File: src/rtl/i2c_prim_pkg.sv
package i2c_prim_pkg;

  typedef enum logic [2:0] {
    TRG_START  = 3'd0,
    TRG_STOP   = 3'd1,
    TRG_TX     = 3'd2,
    TRG_RX     = 3'd3,
    TRG_ACK    = 3'd4,
    TRG_NAK    = 3'd5,
    TRG_ACKCHK = 3'd6,
    TRG_RSVD   = 3'd7
  } trig_e;

  localparam logic [2:0] ST_START = 3'd0;
  localparam logic [2:0] ST_STOP  = 3'd1;
  localparam logic [2:0] ST_TX    = 3'd2;
  localparam logic [2:0] ST_RX    = 3'd3;
  localparam logic [2:0] ST_SENT  = 3'd4;
  localparam logic [2:0] ST_ACK   = 3'd5;
  localparam logic [2:0] ST_NAK   = 3'd6;

  localparam logic [2:0] A_TRIG = 3'd0;
  localparam logic [2:0] A_TX   = 3'd1;
  localparam logic [2:0] A_RX   = 3'd2;
  localparam logic [2:0] A_IEN  = 3'd3;
  localparam logic [2:0] A_FLAG = 3'd4;
  localparam logic [2:0] A_LO   = 3'd5;
  localparam logic [2:0] A_HI   = 3'd6;

endpackage

File: src/rtl/i2c_prim_tick.sv
module i2c_prim_tick #(
  parameter int PRESCALE = 4
) (
  input  logic clk,
  input  logic rst_n,
  input  logic run_i,
  output logic tick_o
);
  localparam int CW = (PRESCALE > 1) ? $clog2(PRESCALE) : 1;
  localparam logic [CW-1:0] LAST = CW'(PRESCALE - 1);

  generate
    if (PRESCALE <= 1) begin : g_direct
      assign tick_o = run_i;
    end else begin : g_count
      logic [CW-1:0] cnt_q;
      always_ff @(posedge clk or negedge rst_n) begin
        if (!rst_n)          cnt_q <= '0;
        else if (!run_i)     cnt_q <= '0;
        else if (cnt_q == LAST) cnt_q <= '0;
        else                 cnt_q <= cnt_q + 1'b1;
      end
      assign tick_o = run_i && (cnt_q == LAST);
    end
  endgenerate
endmodule

File: src/rtl/i2c_prim_seq.sv
module i2c_prim_seq
  import i2c_prim_pkg::*;
#(
  parameter int TICK_W = 8
) (
  input  logic              clk,
  input  logic              rst_n,
  input  logic              go_i,
  input  trig_e             code_i,
  input  logic [7:0]        tx_i,
  input  logic [TICK_W-1:0] lo_ticks_i,
  input  logic [TICK_W-1:0] hi_ticks_i,
  input  logic              tick_i,
  input  logic              sda_in_i,
  output logic              busy_o,
  output logic              done_o,
  output logic [2:0]        status_o,
  output logic [7:0]        rx_o,
  output logic              scl_oe_o,
  output logic              sda_oe_o,
  output trig_e             op_o
);
  logic              busy_q;
  trig_e             op_q;
  logic [1:0]        step_q;
  logic [2:0]        bit_q;
  logic [TICK_W-1:0] cnt_q;
  logic [7:0]        shreg_q;
  logic              idle_scl_q, idle_sda_q;
  logic              scl_q, sda_d1_q, sda_q;

  logic              d_scl, d_sda, d_hi, is_bit, dv;
  logic [1:0]        last_step;
  logic [2:0]        last_bit;
  logic [TICK_W-1:0] dur, dur_eff;
  logic              step_end, op_end, sample_now;

  always_comb begin
    is_bit    = (op_q != TRG_START) && (op_q != TRG_STOP);
    last_bit  = ((op_q == TRG_TX) || (op_q == TRG_RX)) ? 3'd7 : 3'd0;
    dv        = (op_q == TRG_TX) ? ~shreg_q[7] : (op_q == TRG_ACK);
    last_step = 2'd1;
    d_scl     = 1'b1;
    d_sda     = dv;
    d_hi      = 1'b0;
    case (op_q)
      TRG_START: begin
        last_step = 2'd3;
        case (step_q)
          2'd0:    begin d_scl = 1'b1; d_sda = 1'b0; d_hi = 1'b0; end
          2'd1:    begin d_scl = 1'b0; d_sda = 1'b0; d_hi = 1'b1; end
          2'd2:    begin d_scl = 1'b0; d_sda = 1'b1; d_hi = 1'b1; end
          default: begin d_scl = 1'b1; d_sda = 1'b1; d_hi = 1'b0; end
        endcase
      end
      TRG_STOP: begin
        last_step = 2'd2;
        case (step_q)
          2'd0:    begin d_scl = 1'b1; d_sda = 1'b1; d_hi = 1'b0; end
          2'd1:    begin d_scl = 1'b0; d_sda = 1'b1; d_hi = 1'b1; end
          default: begin d_scl = 1'b0; d_sda = 1'b0; d_hi = 1'b1; end
        endcase
      end
      default: begin
        d_scl = (step_q == 2'd0);
        d_sda = dv;
        d_hi  = (step_q != 2'd0);
      end
    endcase
  end

  assign dur        = d_hi ? hi_ticks_i : lo_ticks_i;
  assign dur_eff    = (dur == '0) ? TICK_W'(1) : dur;
  assign step_end   = busy_q && tick_i && (cnt_q == dur_eff - 1'b1);
  assign op_end     = step_end && (step_q == last_step) && (bit_q == last_bit);
  assign sample_now = step_end && is_bit && d_hi;

  always_ff @(posedge clk or negedge rst_n) begin
    if (!rst_n) begin
      busy_q     <= 1'b0;
      op_q       <= TRG_START;
      step_q     <= '0;
      bit_q      <= '0;
      cnt_q      <= '0;
      shreg_q    <= '0;
      idle_scl_q <= 1'b0;
      idle_sda_q <= 1'b0;
    end else if (go_i && !busy_q) begin
      busy_q  <= 1'b1;
      op_q    <= code_i;
      step_q  <= '0;
      bit_q   <= '0;
      cnt_q   <= '0;
      shreg_q <= tx_i;
    end else if (step_end) begin
      cnt_q <= '0;
      if (sample_now) shreg_q <= {shreg_q[6:0], sda_in_i};
      if (op_end) begin
        busy_q     <= 1'b0;
        idle_scl_q <= (op_q != TRG_STOP);
        idle_sda_q <= (op_q == TRG_START) ? 1'b1 :
                      (op_q == TRG_STOP)  ? 1'b0 : d_sda;
      end else if (step_q == last_step) begin
        step_q <= '0;
        bit_q  <= bit_q + 1'b1;
      end else begin
        step_q <= step_q + 1'b1;
      end
    end else if (busy_q && tick_i) begin
      cnt_q <= cnt_q + 1'b1;
    end
  end

  // Line outputs: SCL follows the step one clock late, SDA two clocks late,
  // so SDA moves after SCL has fallen.
  always_ff @(posedge clk or negedge rst_n) begin
    if (!rst_n) begin
      scl_q    <= 1'b0;
      sda_d1_q <= 1'b0;
      sda_q    <= 1'b0;
    end else begin
      scl_q    <= busy_q ? d_scl : idle_scl_q;
      sda_d1_q <= busy_q ? d_sda : idle_sda_q;
      sda_q    <= sda_d1_q;
    end
  end

  always_comb begin
    case (op_q)
      TRG_START:  status_o = ST_START;
      TRG_STOP:   status_o = ST_STOP;
      TRG_TX:     status_o = ST_TX;
      TRG_RX:     status_o = ST_RX;
      TRG_ACKCHK: status_o = sda_in_i ? ST_NAK : ST_ACK;
      default:    status_o = ST_SENT;
    endcase
  end

  assign rx_o     = {shreg_q[6:0], sda_in_i};
  assign busy_o   = busy_q;
  assign done_o   = op_end;
  assign scl_oe_o = scl_q;
  assign sda_oe_o = sda_q;
  assign op_o     = op_q;
endmodule

File: src/rtl/i2c_prim_regs.sv
module i2c_prim_regs
  import i2c_prim_pkg::*;
#(
  parameter int TICK_W    = 8,
  parameter int PHASE_RST = 2
) (
  input  logic              clk,
  input  logic              rst_n,
  input  logic              wr_i,
  input  logic              rd_i,
  input  logic [2:0]        addr_i,
  input  logic [7:0]        wdata_i,
  output logic [7:0]        rdata_o,
  input  logic              busy_i,
  input  logic              done_i,
  input  logic [2:0]        status_i,
  input  logic [7:0]        rx_i,
  input  trig_e             op_i,
  output logic              go_o,
  output trig_e             code_o,
  output logic [7:0]        tx_o,
  output logic [TICK_W-1:0] lo_o,
  output logic [TICK_W-1:0] hi_o,
  output logic              done_flag_o,
  output logic              ovr_flag_o,
  output logic              irq_o
);
  logic [7:0]        tx_q, rx_q;
  logic              unread_q, en_done_q, en_ovr_q, done_f_q, ovr_f_q;
  logic [2:0]        status_q;
  logic [TICK_W-1:0] lo_q, hi_q;
  logic              wr_flag, rd_rx, rx_end;

  assign code_o  = trig_e'(wdata_i[2:0]);
  assign go_o    = wr_i && (addr_i == A_TRIG) && !busy_i && (code_o != TRG_RSVD);
  assign wr_flag = wr_i && (addr_i == A_FLAG);
  assign rd_rx   = rd_i && (addr_i == A_RX);
  assign rx_end  = done_i && (status_i == ST_RX);

  always_ff @(posedge clk or negedge rst_n) begin
    if (!rst_n) begin
      tx_q      <= '0;
      rx_q      <= '0;
      unread_q  <= 1'b0;
      en_done_q <= 1'b0;
      en_ovr_q  <= 1'b0;
      done_f_q  <= 1'b0;
      ovr_f_q   <= 1'b0;
      status_q  <= ST_START;
      lo_q      <= TICK_W'(PHASE_RST);
      hi_q      <= TICK_W'(PHASE_RST);
    end else begin
      if (wr_i && addr_i == A_TX) tx_q <= wdata_i;
      if (wr_i && addr_i == A_IEN) begin
        en_done_q <= wdata_i[0];
        en_ovr_q  <= wdata_i[1];
      end
      if (wr_i && addr_i == A_LO) lo_q <= wdata_i[TICK_W-1:0];
      if (wr_i && addr_i == A_HI) hi_q <= wdata_i[TICK_W-1:0];

      if (done_i)                     done_f_q <= 1'b1;
      else if (wr_flag && wdata_i[0]) done_f_q <= 1'b0;

      if (rx_end && unread_q && !rd_rx) ovr_f_q <= 1'b1;
      else if (wr_flag && wdata_i[1])   ovr_f_q <= 1'b0;

      if (done_i) status_q <= status_i;

      if (rx_end) begin
        rx_q     <= rx_i;
        unread_q <= 1'b1;
      end else if (rd_rx) begin
        unread_q <= 1'b0;
      end
    end
  end

  always_comb begin
    case (addr_i)
      A_TRIG:  rdata_o = {5'b0, op_i};
      A_TX:    rdata_o = tx_q;
      A_RX:    rdata_o = rx_q;
      A_IEN:   rdata_o = {6'b0, en_ovr_q, en_done_q};
      A_FLAG:  rdata_o = {2'b0, busy_i, status_q, ovr_f_q, done_f_q};
      A_LO:    rdata_o = 8'(lo_q);
      A_HI:    rdata_o = 8'(hi_q);
      default: rdata_o = '0;
    endcase
  end

  assign tx_o        = tx_q;
  assign lo_o        = lo_q;
  assign hi_o        = hi_q;
  assign done_flag_o = done_f_q;
  assign ovr_flag_o  = ovr_f_q;
  assign irq_o       = (done_f_q && en_done_q) || (ovr_f_q && en_ovr_q);
endmodule

File: src/rtl/i2c_prim_master.sv
module i2c_prim_master
  import i2c_prim_pkg::*;
#(
  parameter int PRESCALE  = 4,
  parameter int TICK_W    = 8,
  parameter int PHASE_RST = 2
) (
  input  logic       clk,
  input  logic       rst_n,
  input  logic       reg_wr,
  input  logic       reg_rd,
  input  logic [2:0] reg_addr,
  input  logic [7:0] reg_wdata,
  output logic [7:0] reg_rdata,
  output logic       scl_oe,
  output logic       sda_oe,
  input  logic       sda_in,
  output logic       irq
);
  logic              busy_w, done_w, go_w, tick_w, done_flag_w, ovr_flag_w;
  logic [2:0]        status_w;
  logic [7:0]        rx_w, tx_w;
  logic [TICK_W-1:0] lo_w, hi_w;
  trig_e             code_w, op_w;

  i2c_prim_tick #(.PRESCALE(PRESCALE)) u_tick (
    .clk    (clk),
    .rst_n  (rst_n),
    .run_i  (busy_w),
    .tick_o (tick_w)
  );

  i2c_prim_seq #(.TICK_W(TICK_W)) u_seq (
    .clk        (clk),
    .rst_n      (rst_n),
    .go_i       (go_w),
    .code_i     (code_w),
    .tx_i       (tx_w),
    .lo_ticks_i (lo_w),
    .hi_ticks_i (hi_w),
    .tick_i     (tick_w),
    .sda_in_i   (sda_in),
    .busy_o     (busy_w),
    .done_o     (done_w),
    .status_o   (status_w),
    .rx_o       (rx_w),
    .scl_oe_o   (scl_oe),
    .sda_oe_o   (sda_oe),
    .op_o       (op_w)
  );

  i2c_prim_regs #(.TICK_W(TICK_W), .PHASE_RST(PHASE_RST)) u_regs (
    .clk         (clk),
    .rst_n       (rst_n),
    .wr_i        (reg_wr),
    .rd_i        (reg_rd),
    .addr_i      (reg_addr),
    .wdata_i     (reg_wdata),
    .rdata_o     (reg_rdata),
    .busy_i      (busy_w),
    .done_i      (done_w),
    .status_i    (status_w),
    .rx_i        (rx_w),
    .op_i        (op_w),
    .go_o        (go_w),
    .code_o      (code_w),
    .tx_o        (tx_w),
    .lo_o        (lo_w),
    .hi_o        (hi_w),
    .done_flag_o (done_flag_w),
    .ovr_flag_o  (ovr_flag_w),
    .irq_o       (irq)
  );
endmodule

File: config.mk
export PLATFORM = sky130hd
export DESIGN_NAME = i2c_prim_master
export DESIGN_NICKNAME = d
export VERILOG_FILES = /design/src/rtl/i2c_prim_pkg.sv /design/src/rtl/i2c_prim_tick.sv /design/src/rtl/i2c_prim_seq.sv /design/src/rtl/i2c_prim_regs.sv /design/src/rtl/i2c_prim_master.sv
export SDC_FILE = /design/constraint.sdc
export NUM_CORES = 1
export LEC_CHECK = 0
export ABC_AREA = 1
export BUFFER_PORTS_ARGS = -buffer_cell sky130_fd_sc_hd__buf_4
export CAP_MARGIN = 20
export CORE_UTILIZATION = 45
export CTS_CLUSTER_SIZE = 40
export DETAILED_ROUTE_END_ITERATION = 12
export HOLD_SLACK_MARGIN = 0.06
export SLEW_MARGIN = 40
export SYNTH_ARGS = -nofsm -noshare
export SYNTH_HDL_FRONTEND = slang
export SYNTH_SLANG_ARGS = --single-unit
File: constraint.sdc
create_clock -name clk -period 6.1 [get_ports clk]
set_input_delay 1.83 -clock clk [delete_from_list [all_inputs] [get_ports clk]]
set_output_delay 1.83 -clock clk [all_outputs]
set_load 0.03 [all_outputs]
### Yosys cells after proc, flatten, opt, wreduce, memory -nomap -nowiden

Cells that the tools add are included.
W data, S select, Z words.

* register bits after elaboration: 72
* input bits: 16
* output and inout port bits: 11
* logic and storage cells: 146

* add/sub/neg operators: 5
* equality and inequality tests: 21
* muxes and demuxes: 46
* bitwise logic cells: 2
* reduce and logical (&&, ||, !) cells: 50

Operators with widths (number)
* $mux W8: 8
* $pmux W8 S7: 1
* $logic_and A1 B1 Y1: 25
* $mux W1: 20
* $reduce_bool A2 Y1: 8
* $eq A3 B2 Y1 const B: 5
* $eq A3 B3 Y1 const B: 5
* $mux W3: 5
* $pmux W3 S5: 1
* $mux W2: 7
* $add A8 B1 Y8 const B: 1
* $eq A8 B8 Y1: 1
* $logic_not A8 Y1: 1
* $sub A8 B1 Y8 const B: 1
* $eq A3 B1 Y1 const B: 2
* $logic_not A3 Y1: 2
* $pmux W1 S2: 3
* $reduce_and A2 Y1: 3
* $reduce_and A3 Y1: 2
* $reduce_bool A3 Y1: 2
* $add A2 B1 Y2 const B: 2
* $eq A2 B2 Y1 const B: 2
* $pmux W2 S2: 1
* $reduce_or A2 Y1: 2
* 11 further kinds: 14

### Longest topological paths before layout

Gate-level depths: netlist (run 1).

* depth in word-level cells: 16
* gate-level depth with buffers: 26
* mapped depth without buffers: 26

### Modules after synthesis

Synthesis (run 1) repeated with hierarchy kept, for this count alone.

* cell total of the unflattened synthesis: 594
* area total of the unflattened synthesis: 4571.9 µm²

By module, submodules not included
* i2c_prim_seq: times used 1, cells an instance 299, area each 2269.7 µm², seq. area each 750.7 µm²
* i2c_prim_regs: times used 1, cells an instance 286, area each 2214.6 µm², seq. area each 1003.5 µm²
* i2c_prim_tick: times used 1, cells an instance 9, area each 87.6 µm², seq. area each 50.0 µm²

### Least setup slack after synthesis (run 1)

No wires, ideal clock.

* kind: in2out
* from: in reg_addr[2]
* to: out reg_rdata[3]
* data arrival time: 2.888 ns
* data required time: 4.270 ns
* slack: 1.382 ns
* stages on the path: 3
* path buffers: 0
* path through: nor3_1 -> a221oi_1 -> o21ai_0

* longest elaborated chain between the ends: 2
* elaborated cells on any way between the ends: 8
* those cells by class: 6 x eq/ne; 1 x mux; 1 x reduce/logical

RTL lines
* start, declared: RTL line i2c_prim_master.sv:12 `input logic [2:0] reg_addr,`
* $eq A3 B3 Y1, or another cell as far along: RTL line i2c_prim_regs.sv:79 `case (addr_i)`
* $pmux W8 S7 (*): RTL line i2c_prim_regs.sv:79
* end, declared: RTL line i2c_prim_master.sv:14 `output logic [7:0] reg_rdata,`

Mark *: on every way between the ends. The rest lies on a longest branch, timed or not.

### Final worst setup path (run 1)

Same ends and word-level chain as after synthesis.

==> flow_summary_export.csv, run 1 <==
group,metric,value,unit
floorplanning,dieArea,9930,sq um
logic_synthesis,syn_area_per_cell,7.88,sq um
global_route,grt_max_degree,73,
power_and_ir_drop,p_leak,0.00250,uW
cts,cts-htree-levels,3,
run,maxCapViolCount,0,
cts,numCtsBuffers,9,
setup_path,crit_path_max_fanout,6,
floorplanning,io_pins,27,
timing,setup_viol,0,
setup_path,crit_type,"primary input to output pin",
power_and_ir_drop,p_per_area,355,nW/um^2
logic_synthesis,syn_area,4290,sq um
cts,cts.clk_slew.worst_paths,0.09,ns
cells_and_area,area_delta_synth_final,12.6,%
logic_synthesis,syn-num-nets,567,
logic_synthesis,ys_top_cells_by_count,"158 x nand2_1, 70 x dfrtp_1, 66 x inv_1",
setup_path,cp-start-kind,"primary input",
min_path,hold_class,"flop to flop",
timing,slew_headroom,52.3,%
setup_path,cp.required,4.27,ns
timing,skew,0.0133,ns
logic_synthesis,synth_area_leaders,"dfrtp_1 41%, nand2_1 14%, inv_1 5.8%",
logic_synthesis,netlist-cell-type-count,43,
timing,min_period,5.22,ns
cts,cts_tree,"done",
detailed_routing,vias,3739,
cells_and_area,drive_gt1_share,16.4,%
floorplanning,die_y,99.7,um
logic_synthesis,ys_seq_area_share,42.0,%
min_path,hold_end,"u_seq.sda_oe_o$_DFF_PN0_",
setup_path,cp-end-kind,"output pin",
min_path,worstHoldPathCells,0,
setup_path,reg2regPathDepth,26,
setup_path,regToRegStartpoint,"u_seq.step_q[0]$_DFFE_PN0P_",
cells_and_area,fin_util,52.3,%
logic_synthesis,yosysTopAreaCell,"dfrtp_1",
floorplanning,initial_utilization,46.5,%
cts,cts_sinks,72,
timing,worst_pin_slew,0.715,ns
global_route,grt_pass1_vias,3476,
logic_synthesis,async_flop_share,100,%
cts,clockBufferDepth,2,
timing,setup_tns,0,ns
detailed_routing,ant_nets,0,
detailed_routing,wl,11.8,mm
status,outcome,"complete, no violations",
placed_design,dp_hpwl,8.95,mm
timing,fmax,191,MHz
cts,post_cts_buffers,0,
detailed_routing,avgRoutedWirePerCell,16.6,um
timing,rsz0062_at_grt,"no",
setup_path,r2r-end,"u_regs.rx_q[0]$_DFFE_PN0P_",
cts,clk_latency,0.35,ns
detailed_routing,drtIter0Drc,271,
cts,postCtsHoldBufs,0,
timing,slew_viol_final,0,
logic_synthesis,synth_ff_type,"dfrtp_1",
detailed_routing,firstDrtPassIters,5,
placed_design,dp_slack,0.979,ns
floorplanning,die_w,99.7,um
logic_synthesis,synthCells,545,
logic_synthesis,ys_warn_count,0,
cts,cts.repair.resized,0,
logic_synthesis,ys_ff_latch,72,
global_route,antenna_found_initial,0,
cells_and_area,nets,598,
cells_and_area,diodes,0,
floorplanning,core_area,9240,sq um
power_and_ir_drop,peakVddDrop,174,uV
detailed_routing,vias_per_cell,5.27,
global_route,grt_pass1_wl,19.0,mm
power_and_ir_drop,total_power,1720,uW
cts,root_buffer,"clkbuf_8",
floorplanning,num_rows,35,
min_path,holdCritStartpoint,"u_seq.sda_d1_q$_DFF_PN0_",
setup_path,crit_arrival,3.39,ns
detailed_routing,drc,0,
setup_path,r2r_slack,2.25,ns
timing,hold_viol,0,
timing,finalCritPeriodShare,85.6,%
logic_synthesis,synth_top_area_share,40.8,%
global_route,grt_overflow,0,
timing,setup_ws,0.876,ns
placed_design,port_buffers,26,
logic_synthesis,yosysMostFrequentCell,"nand2_1",
placed_design,gp_congestion,0.900,
cells_and_area,nFillCells,916,
logic_synthesis,synth_edf_count,0,
global_route,grt_use_total,25.4,%
## metrics by stage
stage / area (sq um) / hold WS [ns] / std cells
finish: 4830 / 0.363 / 710
global route: 4830 / 0.378 / 710
CTS: 4830 / 0.366 / 710
detailed placement: 4630 / 0.344 / 694
global placement: 4620 / 0.334 / 694
floorplan: 4290 / 0.331 / 545
## flip-flops by register name, indices dropped and copies added (netlist names), 2 cells and up
signal / count
u_regs.status_q: 3
u_seq.op_o: 3
u_regs.hi_o: 8
u_regs.lo_o: 8
u_seq.bit_q: 3
u_tick.g_count.cnt_q: 2
u_seq.shreg_q: 8
u_regs.rx_q: 8
u_regs.tx_o: 8
u_seq.step_q: 2
u_seq.cnt_q: 8
## critical path, cell delays in order
cell and delay [ns]:
buf_4 0.11, inv_1 0.08, nor3_1 0.50, inv_1 0.25, o22ai_1 0.20, a221oi_1 0.07, o21ai_0 0.14, buf_4 0.21
## area by class of cell
type | count | area, sq um | share of cell area [%]
clock buffer | 10 | 138 | 2.85
clock inverter | 6 | 67.6 | 1.40
inverter | 73 | 277 | 5.72
multi-input combinational | 393 | 2180 | 45.1
sequential | 72 | 1800 | 37.3
tap | 129 | 161 | 3.34
timing repair buffer | 27 | 206 | 4.27
## report_power, final
group,switching [uW],internal [uW],total [uW],leakage (uW)
clock,201,202,402,0.0000989
sequential,66.4,543,610,0.000899
combinational,462,242,705,0.00150
total,730,987,1720,0.00250
## cell usage in the layout (no fill, tap or decap), types with 2 or more instances in the layout
cell / instances
nand2_1: 158
buf_4: 26
nor2_2: 4
dfstp_2: 2
xor2_1: 5
dfrtp_1: 70
o21ai_0: 47
nand3b_1: 3
nand3_2: 8
clkbuf_8: 10
a221o_1: 2
nor2_8: 4
inv_1: 66
nand4_1: 6
inv_2: 5
a21oi_1: 5
nor2_1: 30
nand2_2: 8
nand2_4: 10
ha_1: 6
o22ai_1: 10
nand3_1: 48
clkinvlp_4: 2
nor3_1: 6
nand3_4: 2
nor2_4: 2
xnor2_1: 3
o21ai_1: 5
a221oi_1: 7
## logic make-up (layout without fill, tap and decap cells)
logic type	Yosys count	in the layout	synth area share (%)
xor+xnor	8	8	1.63
simple gates	294	294	35.1
buf+inv	80	116	7.32
compound gates	85	85	12.2
flops	72	72	42.0
fa+ha+maj	6	6	1.75
## routing by layer
metal	vias to the layer above	global-route usage, %	wire length, um
li1	1844	-	-
met5	-	0	0
met4	0	6.33	162
met2	95	38.9	5410
met1	1788	37.5	5770
met3	12	3.87	467
## worst max path at each step
| stage | from | endpoint | slack [ns] | cells past startpoint |
|---|---|---|---|---|
| after detailed placement | reg_addr[2] | reg_rdata[3] | 0.98 | 8 |
| after CTS | reg_addr[2] | reg_rdata[3] | 0.98 | 8 |
| final | reg_addr[2] | reg_rdata[3] | 0.88 | 8 |
| after floorplan | reg_addr[2] | reg_rdata[3] | 1.38 | 3 |
| after global placement | reg_addr[2] | reg_rdata[2] | 1.0 | 5 |
| after global routing | reg_addr[2] | reg_rdata[2] | 0.76 | 8 |
Note: power is estimated with default switching activity, not from simulation.
==> inputs of run 2 (changes only) <==
==> constraint.sdc (replaced) <==
create_clock -name clk -period 6.6 [get_ports clk]
set_input_delay 1.98 -clock clk [delete_from_list [all_inputs] [get_ports clk]]
set_output_delay 1.98 -clock clk [all_outputs]
set_load 0.03 [all_outputs]
==> run 2 against run 1 <==
- clock skew decreased by 0.0046 ns
- combinational power down 7.7%
- critical endpoint is now reg_rdata[5]
- wire length shrank 0.67%
- hold slack lost 0.0077 ns
- sequential power is 7.7% lower
==> flow_summary_export.csv, run 2 (same netlist as run 1, synthesis figures left out) <==
group,metric,value,unit
setup_path,r2r-end,"u_regs.rx_q[0]$_DFFE_PN0P_",
setup_path,path_cells,"buf_4 > inv_1 > nor3_1 > inv_1 > o22ai_1 > a221oi_1 > o21ai_0 > buf_4",
placed_design,dp_hpwl,8.83,mm
placed_design,gp_congestion,0.907,
global_route,grt_max_degree,73,
timing,slew_viol_final,0,
cts,clk_latency,0.35,ns
timing,hold_viol,0,
timing,finalCritPeriodShare,82.1,%
detailed_routing,ant_nets,0,
cts,cts_sinks,72,
detailed_routing,firstDrtPassIters,5,
cts,clockBufferDepth,2,
setup_path,path_depth,8,
setup_path,startpoint,"reg_addr[2]",
timing,min_period,5.42,ns
placed_design,dp_cells,694,
setup_path,crit_path_max_fanout,6,
placed_design,port_buffers,26,
setup_path,crit_type,"primary input to output pin",
power_and_ir_drop,p_per_area,346,nW/um^2
cells_and_area,nets,598,
timing,worst_pin_slew,0.727,ns
floorplanning,dieArea,9930,sq um
cells_and_area,final_common_cell,"nand2_1",
cells_and_area,final_cell_mix,"158 x nand2_1, 70 x dfrtp_1, 66 x inv_1",
status,outcome,"complete, no violations",
placed_design,placement.cell_area,4630,sq um
floorplanning,io_pins,27,
cts,postCtsHoldBufs,0,
floorplanning,die_w,99.7,um
cells_and_area,drive_gt1_share,16.2,%
setup_path,crit_arrival,3.44,ns
global_route,grt_overflow,0,
power_and_ir_drop,total_power,1700,uW
setup_path,cp.required,4.62,ns
setup_path,cp-end-kind,"output pin",
cts,cts_tree,"done",
setup_path,cp_top_family,"buffers and inverters",
detailed_routing,drtIter0Drc,294,
power_and_ir_drop,peakVddDrop,144,uV
floorplanning,initial_utilization,46.5,%
min_path,hold_class,"flop to flop",
cts,post_cts_buffers,0,
setup_path,endpoint,"reg_rdata[5]",
global_route,grt_use_total,25.3,%
global_route,grt_pass1_vias,3390,
cells_and_area,area_delta_synth_final,14.0,%
cells_and_area,diodes,0,
detailed_routing,vias,3724,
timing,slew_headroom,51.5,%
setup_path,cpMaxStageDelayCell,"nor3_1",
timing,rsz0062_at_grt,"no",
cells_and_area,final_cell_count_no_fill,709,
setup_path,reg2regPathDepth,26,
setup_path,cp-start-kind,"primary input",
timing,skew,0.00863,ns
global_route,antenna_found_initial,0,
floorplanning,core_area,9240,sq um
detailed_routing,drc,0,
run,maxCapViolCount,0,
cts,cts.repair.resized,0,
detailed_routing,wl,11.7,mm
floorplanning,die_y,99.7,um
timing,setup_viol,0,
cts,cts.clk_slew.worst_paths,0.09,ns
timing,setup_tns,0,ns
setup_path,r2r_slack,2.77,ns
power_and_ir_drop,p_leak,0.00253,uW
cells_and_area,fin_util,53.0,%
setup_path,crit_path_max_incr_delay,0.44,ns
floorplanning,num_rows,35,
setup_path,regToRegStartpoint,"u_seq.step_q[0]$_DFFE_PN0P_",
detailed_routing,avgRoutedWirePerCell,16.5,um
cells_and_area,fin_area,4890,sq um
global_route,grt_pass1_wl,18.8,mm
cts,numCtsBuffers,9,
setup_path,cp_num_buf_inv,4,
timing,fmax,184,MHz
cts,root_buffer,"clkbuf_8",
detailed_routing,vias_per_cell,5.25,
cts,cts-htree-levels,3,
-- run 2: cell types whose count changed in the layout (fill, tap and decap cells not counted), sizes merged --
cell / change
clkinv: -1
bufinv: +3
inv: -1
clkinvlp: -2
-- run 2: cell type report --
cell class | count | area, sq um
clock inverters | 5 | 129
multi-input cells | 393 | 2180
fillers | 888 | 4350
repair buffers | 27 | 206
well taps | 129 | 161
flip-flops and latches | 72 | 1800
clock buffers | 10 | 138
inverters | 73 | 277
-- run 2: routing by layer --
metal / vias up / part of all wire (%) / global-route usage, %
li1: 1848 / - / -
met1: 1751 / 48 / 37.1
met2: 110 / 45 / 37.2
met3: 15 / 4.9 / 4.71
met4: 0 / 2.4 / 9.05
met5: - / 0 / 0
-- run 2: per-stage QoR --
| stage | hold slack (ns) | setup slack, ns |
|---|---|---|
| floorplan | 0.331 | 1.58 |
| global placement | 0.334 | 1.20 |
| detailed placement | 0.335 | 1.25 |
| CTS | 0.354 | 1.25 |
| global route | 0.360 | 1.07 |
| finish | 0.355 | 1.18 |
-- run 2: worst reg2reg max path: stages (launching register included) --
cell,delay (ns)
dfrtp_1,0.41
inv_1,0.16
ha_1,0.31
inv_1,0.11
nand3_4,0.13
nand2_4,0.14
nand2_1,0.07
nand2_2,0.12
inv_2,0.06
nor2_2,0.15
nand2_4,0.08
nand2_1,0.09
inv_1,0.05
ha_1,0.22
xor2_1,0.18
nand3b_1,0.13
nand2_1,0.05
nor2_1,0.14
nand2_1,0.07
nor2_1,0.13
nand3_2,0.11
nor2_4,0.12
nand4_4,0.14
nor2_8,0.27
nand2_4,0.14
nand2_1,0.08
o21ai_1,0.06
-- run 2: power breakdown --
part | internal [uW] | switching [uW]
logic | 224 | 427
clock network | 299 | 183
registers | 502 | 61.2
-- run 2: worst min path at each step --
| stage | endpoint | cells past startpoint | startpoint | slack (ns) |
|---|---|---|---|---|
| finish | u_seq.sda_oe_o$_DFF_PN0_ | 0 | u_seq.sda_d1_q$_DFF_PN0_ | 0.36 |
| global route | u_seq.sda_oe_o$_DFF_PN0_ | 0 | u_seq.sda_d1_q$_DFF_PN0_ | 0.36 |
| CTS | u_seq.sda_oe_o$_DFF_PN0_ | 0 | u_seq.sda_d1_q$_DFF_PN0_ | 0.35 |
| detailed placement | u_seq.sda_oe_o$_DFF_PN0_ | 0 | u_seq.sda_d1_q$_DFF_PN0_ | 0.33 |
| global placement | u_seq.sda_oe_o$_DFF_PN0_ | 0 | u_seq.sda_d1_q$_DFF_PN0_ | 0.33 |
| floorplan | u_seq.sda_oe_o$_DFF_PN0_ | 0 | u_seq.sda_d1_q$_DFF_PN0_ | 0.33 |
==> inputs of run 3 (changes only) <==
==> constraint.sdc (replaced) <==
create_clock -name clk -period 4.35 [get_ports clk]
set_input_delay 1.305 -clock clk [delete_from_list [all_inputs] [get_ports clk]]
set_output_delay 1.305 -clock clk [all_outputs]
set_load 0.03 [all_outputs]
==> run 3 against run 2 <==
- wire length is 2.5% lower
- hold slack lost 0.0041 ns
- clock power rose by 22%
- sequential power rose by 52%
- utilization down 0.50 points
- non-clock buffer count is 2 higher
- critical endpoint is now reg_rdata[2]
- largest cell class unchanged
- largest power group unchanged
==> flow_summary_export.csv, run 3 (same netlist as run 1, synthesis figures left out) <==
group,metric,value,unit
status,outcome,"complete, no violations",
setup_path,crit_path_max_incr_delay,0.39,ns
setup_path,crit_path_max_fanout,6,
detailed_routing,ant_nets,0,
power_and_ir_drop,peakVddDrop,214,uV
floorplanning,initial_utilization,46.5,%
cts,post_cts_buffers,0,
detailed_routing,vias,3695,
setup_path,crit_type,"primary input to output pin",
timing,finalCritPeriodShare,90.9,%
cts,numCtsBuffers,9,
placed_design,port_buffers,26,
setup_path,cpMaxStageDelayCell,"nor3_1",
cells_and_area,final_cell_mix,"158 x nand2_1, 70 x dfrtp_1, 66 x inv_1",
timing,holdWs,0.351,ns
detailed_routing,drtIter0Drc,280,
global_route,use_met1,36.9,%
setup_path,cp-end-kind,"output pin",
cts,root_buffer,"clkbuf_8",
global_route,grt_pass1_wl,18.6,mm
timing,worst_pin_slew,0.667,ns
floorplanning,die_w,99.7,um
setup_path,cp_top_family,"buffers and inverters",
floorplanning,dieArea,9930,sq um
cells_and_area,final_common_cell,"nand2_1",
setup_path,r2r_slack,0.52,ns
placed_design,gp_congestion,0.919,
global_route,antenna_found_initial,0,
setup_path,r2r-end,"u_regs.rx_q[1]$_DFFE_PN0P_",
run,maxCapViolCount,0,
cts,cts_sinks,72,
global_route,busiest_layer,"met2",
detailed_routing,avgRoutedWirePerCell,16.1,um
global_route,grt_use_total,25.0,%
cells_and_area,area_delta_synth_final,12.9,%
timing,hold_viol,0,
floorplanning,core_area,9240,sq um
cells_and_area,drive_gt1_share,16.2,%
timing,setup_viol,0,
setup_path,reg2regPathDepth,26,
detailed_routing,drc,0,
power_and_ir_drop,p_per_area,502,nW/um^2
floorplanning,io_pins,27,
min_path,hold_class,"flop to flop",
timing,rsz0062_at_grt,"no",
timing,slew_headroom,55.5,%
cts,clk_latency,0.35,ns
cts,clockBufferDepth,2,
timing,fmax,253,MHz
global_route,grt_overflow,0,
detailed_routing,wl,11.4,mm
detailed_routing,firstDrtPassIters,5,
setup_path,crit_arrival,2.65,ns
global_route,gr-usage-met2,37.1,%
timing,slew_viol_final,0,
global_route,grt_pass1_vias,3438,
cells_and_area,nets,600,
setup_path,regToRegStartpoint,"u_seq.step_q[0]$_DFFE_PN0P_",
power_and_ir_drop,p_leak,0.00252,uW
cts,cts.repair.resized,0,
setup_path,cp-start-kind,"primary input",
setup_path,path_depth,8,
cts,cts-htree-levels,3,
timing,min_period,3.95,ns
timing,skew,0.0132,ns
setup_path,endpoint,"reg_rdata[2]",
cts,postCtsHoldBufs,0,
setup_path,cp_num_buf_inv,4,
placed_design,dp_hpwl,8.63,mm
setup_path,startpoint,"reg_addr[2]",
global_route,grtUsageMet3,2.67,%
floorplanning,num_rows,35,
cells_and_area,diodes,0,
cells_and_area,nFillCells,926,
setup_path,path_cells,"buf_4 > inv_1 > nor3_1 > inv_1 > o22ai_1 > a221oi_1 > o211ai_1 > buf_4",
global_route,grt_max_degree,73,
cts,cts_tree,"done",
floorplanning,die_y,99.7,um
timing,setup_tns,0,ns
detailed_routing,vias_per_cell,5.20,
cts,cts.clk_slew.worst_paths,0.08,ns
setup_path,cp.required,3.04,ns
## run 3: layout make-up
cell class / instances / area (sq um) / share of cell area (%)
tap: 129 / 161 / 3.33
clock inverter: 5 / 82.6 / 1.70
timing repair buffer: 29 / 221 / 4.57
multi-input combinational: 393 / 2170 / 44.9
clock buffer: 10 / 128 / 2.63
sequential: 72 / 1800 / 37.2
inverter: 73 / 277 / 5.70
## run 3: worst min-delay path by stage
stage / cells past startpoint / from / slack (ns) / to
global placement: 0 / u_seq.sda_d1_q$_DFF_PN0_ / 0.33 / u_seq.sda_oe_o$_DFF_PN0_
detailed placement: 0 / u_seq.sda_d1_q$_DFF_PN0_ / 0.35 / u_seq.sda_oe_o$_DFF_PN0_
floorplan: 0 / u_seq.sda_d1_q$_DFF_PN0_ / 0.33 / u_seq.sda_oe_o$_DFF_PN0_
finish: 0 / u_seq.sda_d1_q$_DFF_PN0_ / 0.35 / u_seq.sda_oe_o$_DFF_PN0_
CTS: 0 / u_seq.sda_d1_q$_DFF_PN0_ / 0.36 / u_seq.sda_oe_o$_DFF_PN0_
global route: 0 / u_seq.sda_d1_q$_DFF_PN0_ / 0.36 / u_seq.sda_oe_o$_DFF_PN0_
## run 3: metal layers
metal	up-vias	routed length, um
li1	1851	-
met4	0	344
met1	1731	5590
met3	19	460
met2	94	5030
met5	-	0
## run 3: metrics by stage
step	power, uW	util [%]	cell area, sq um	cells	setup WS (ns)
CTS	2440	52.5	4850	711	0.421
finish	2430	52.5	4850	711	0.396
global route	2600	52.5	4850	711	0.150
global placement	1830	50.2	4630	696	0.455
detailed placement	1850	50.2	4640	696	0.429
floorplan	1610	-	4290	545	0.682
## run 3: power breakdown
group,switching (uW),internal (uW),total [uW],leakage (uW)
registers,93.8,762,855,0.000899
logic,647,341,988,0.00151
clock network,269,321,590,0.000106
total,1010,1420,2430,0.00252
## run 3: worst reg2reg max path: cells and delay by family, from the launching register on
family | cells | cell delay [ns]
flops | 1 | 0.40
buf+inv | 4 | 0.39
fa+ha+maj | 2 | 0.54
xor+xnor | 1 | 0.19
simple gates | 19 | 2.21
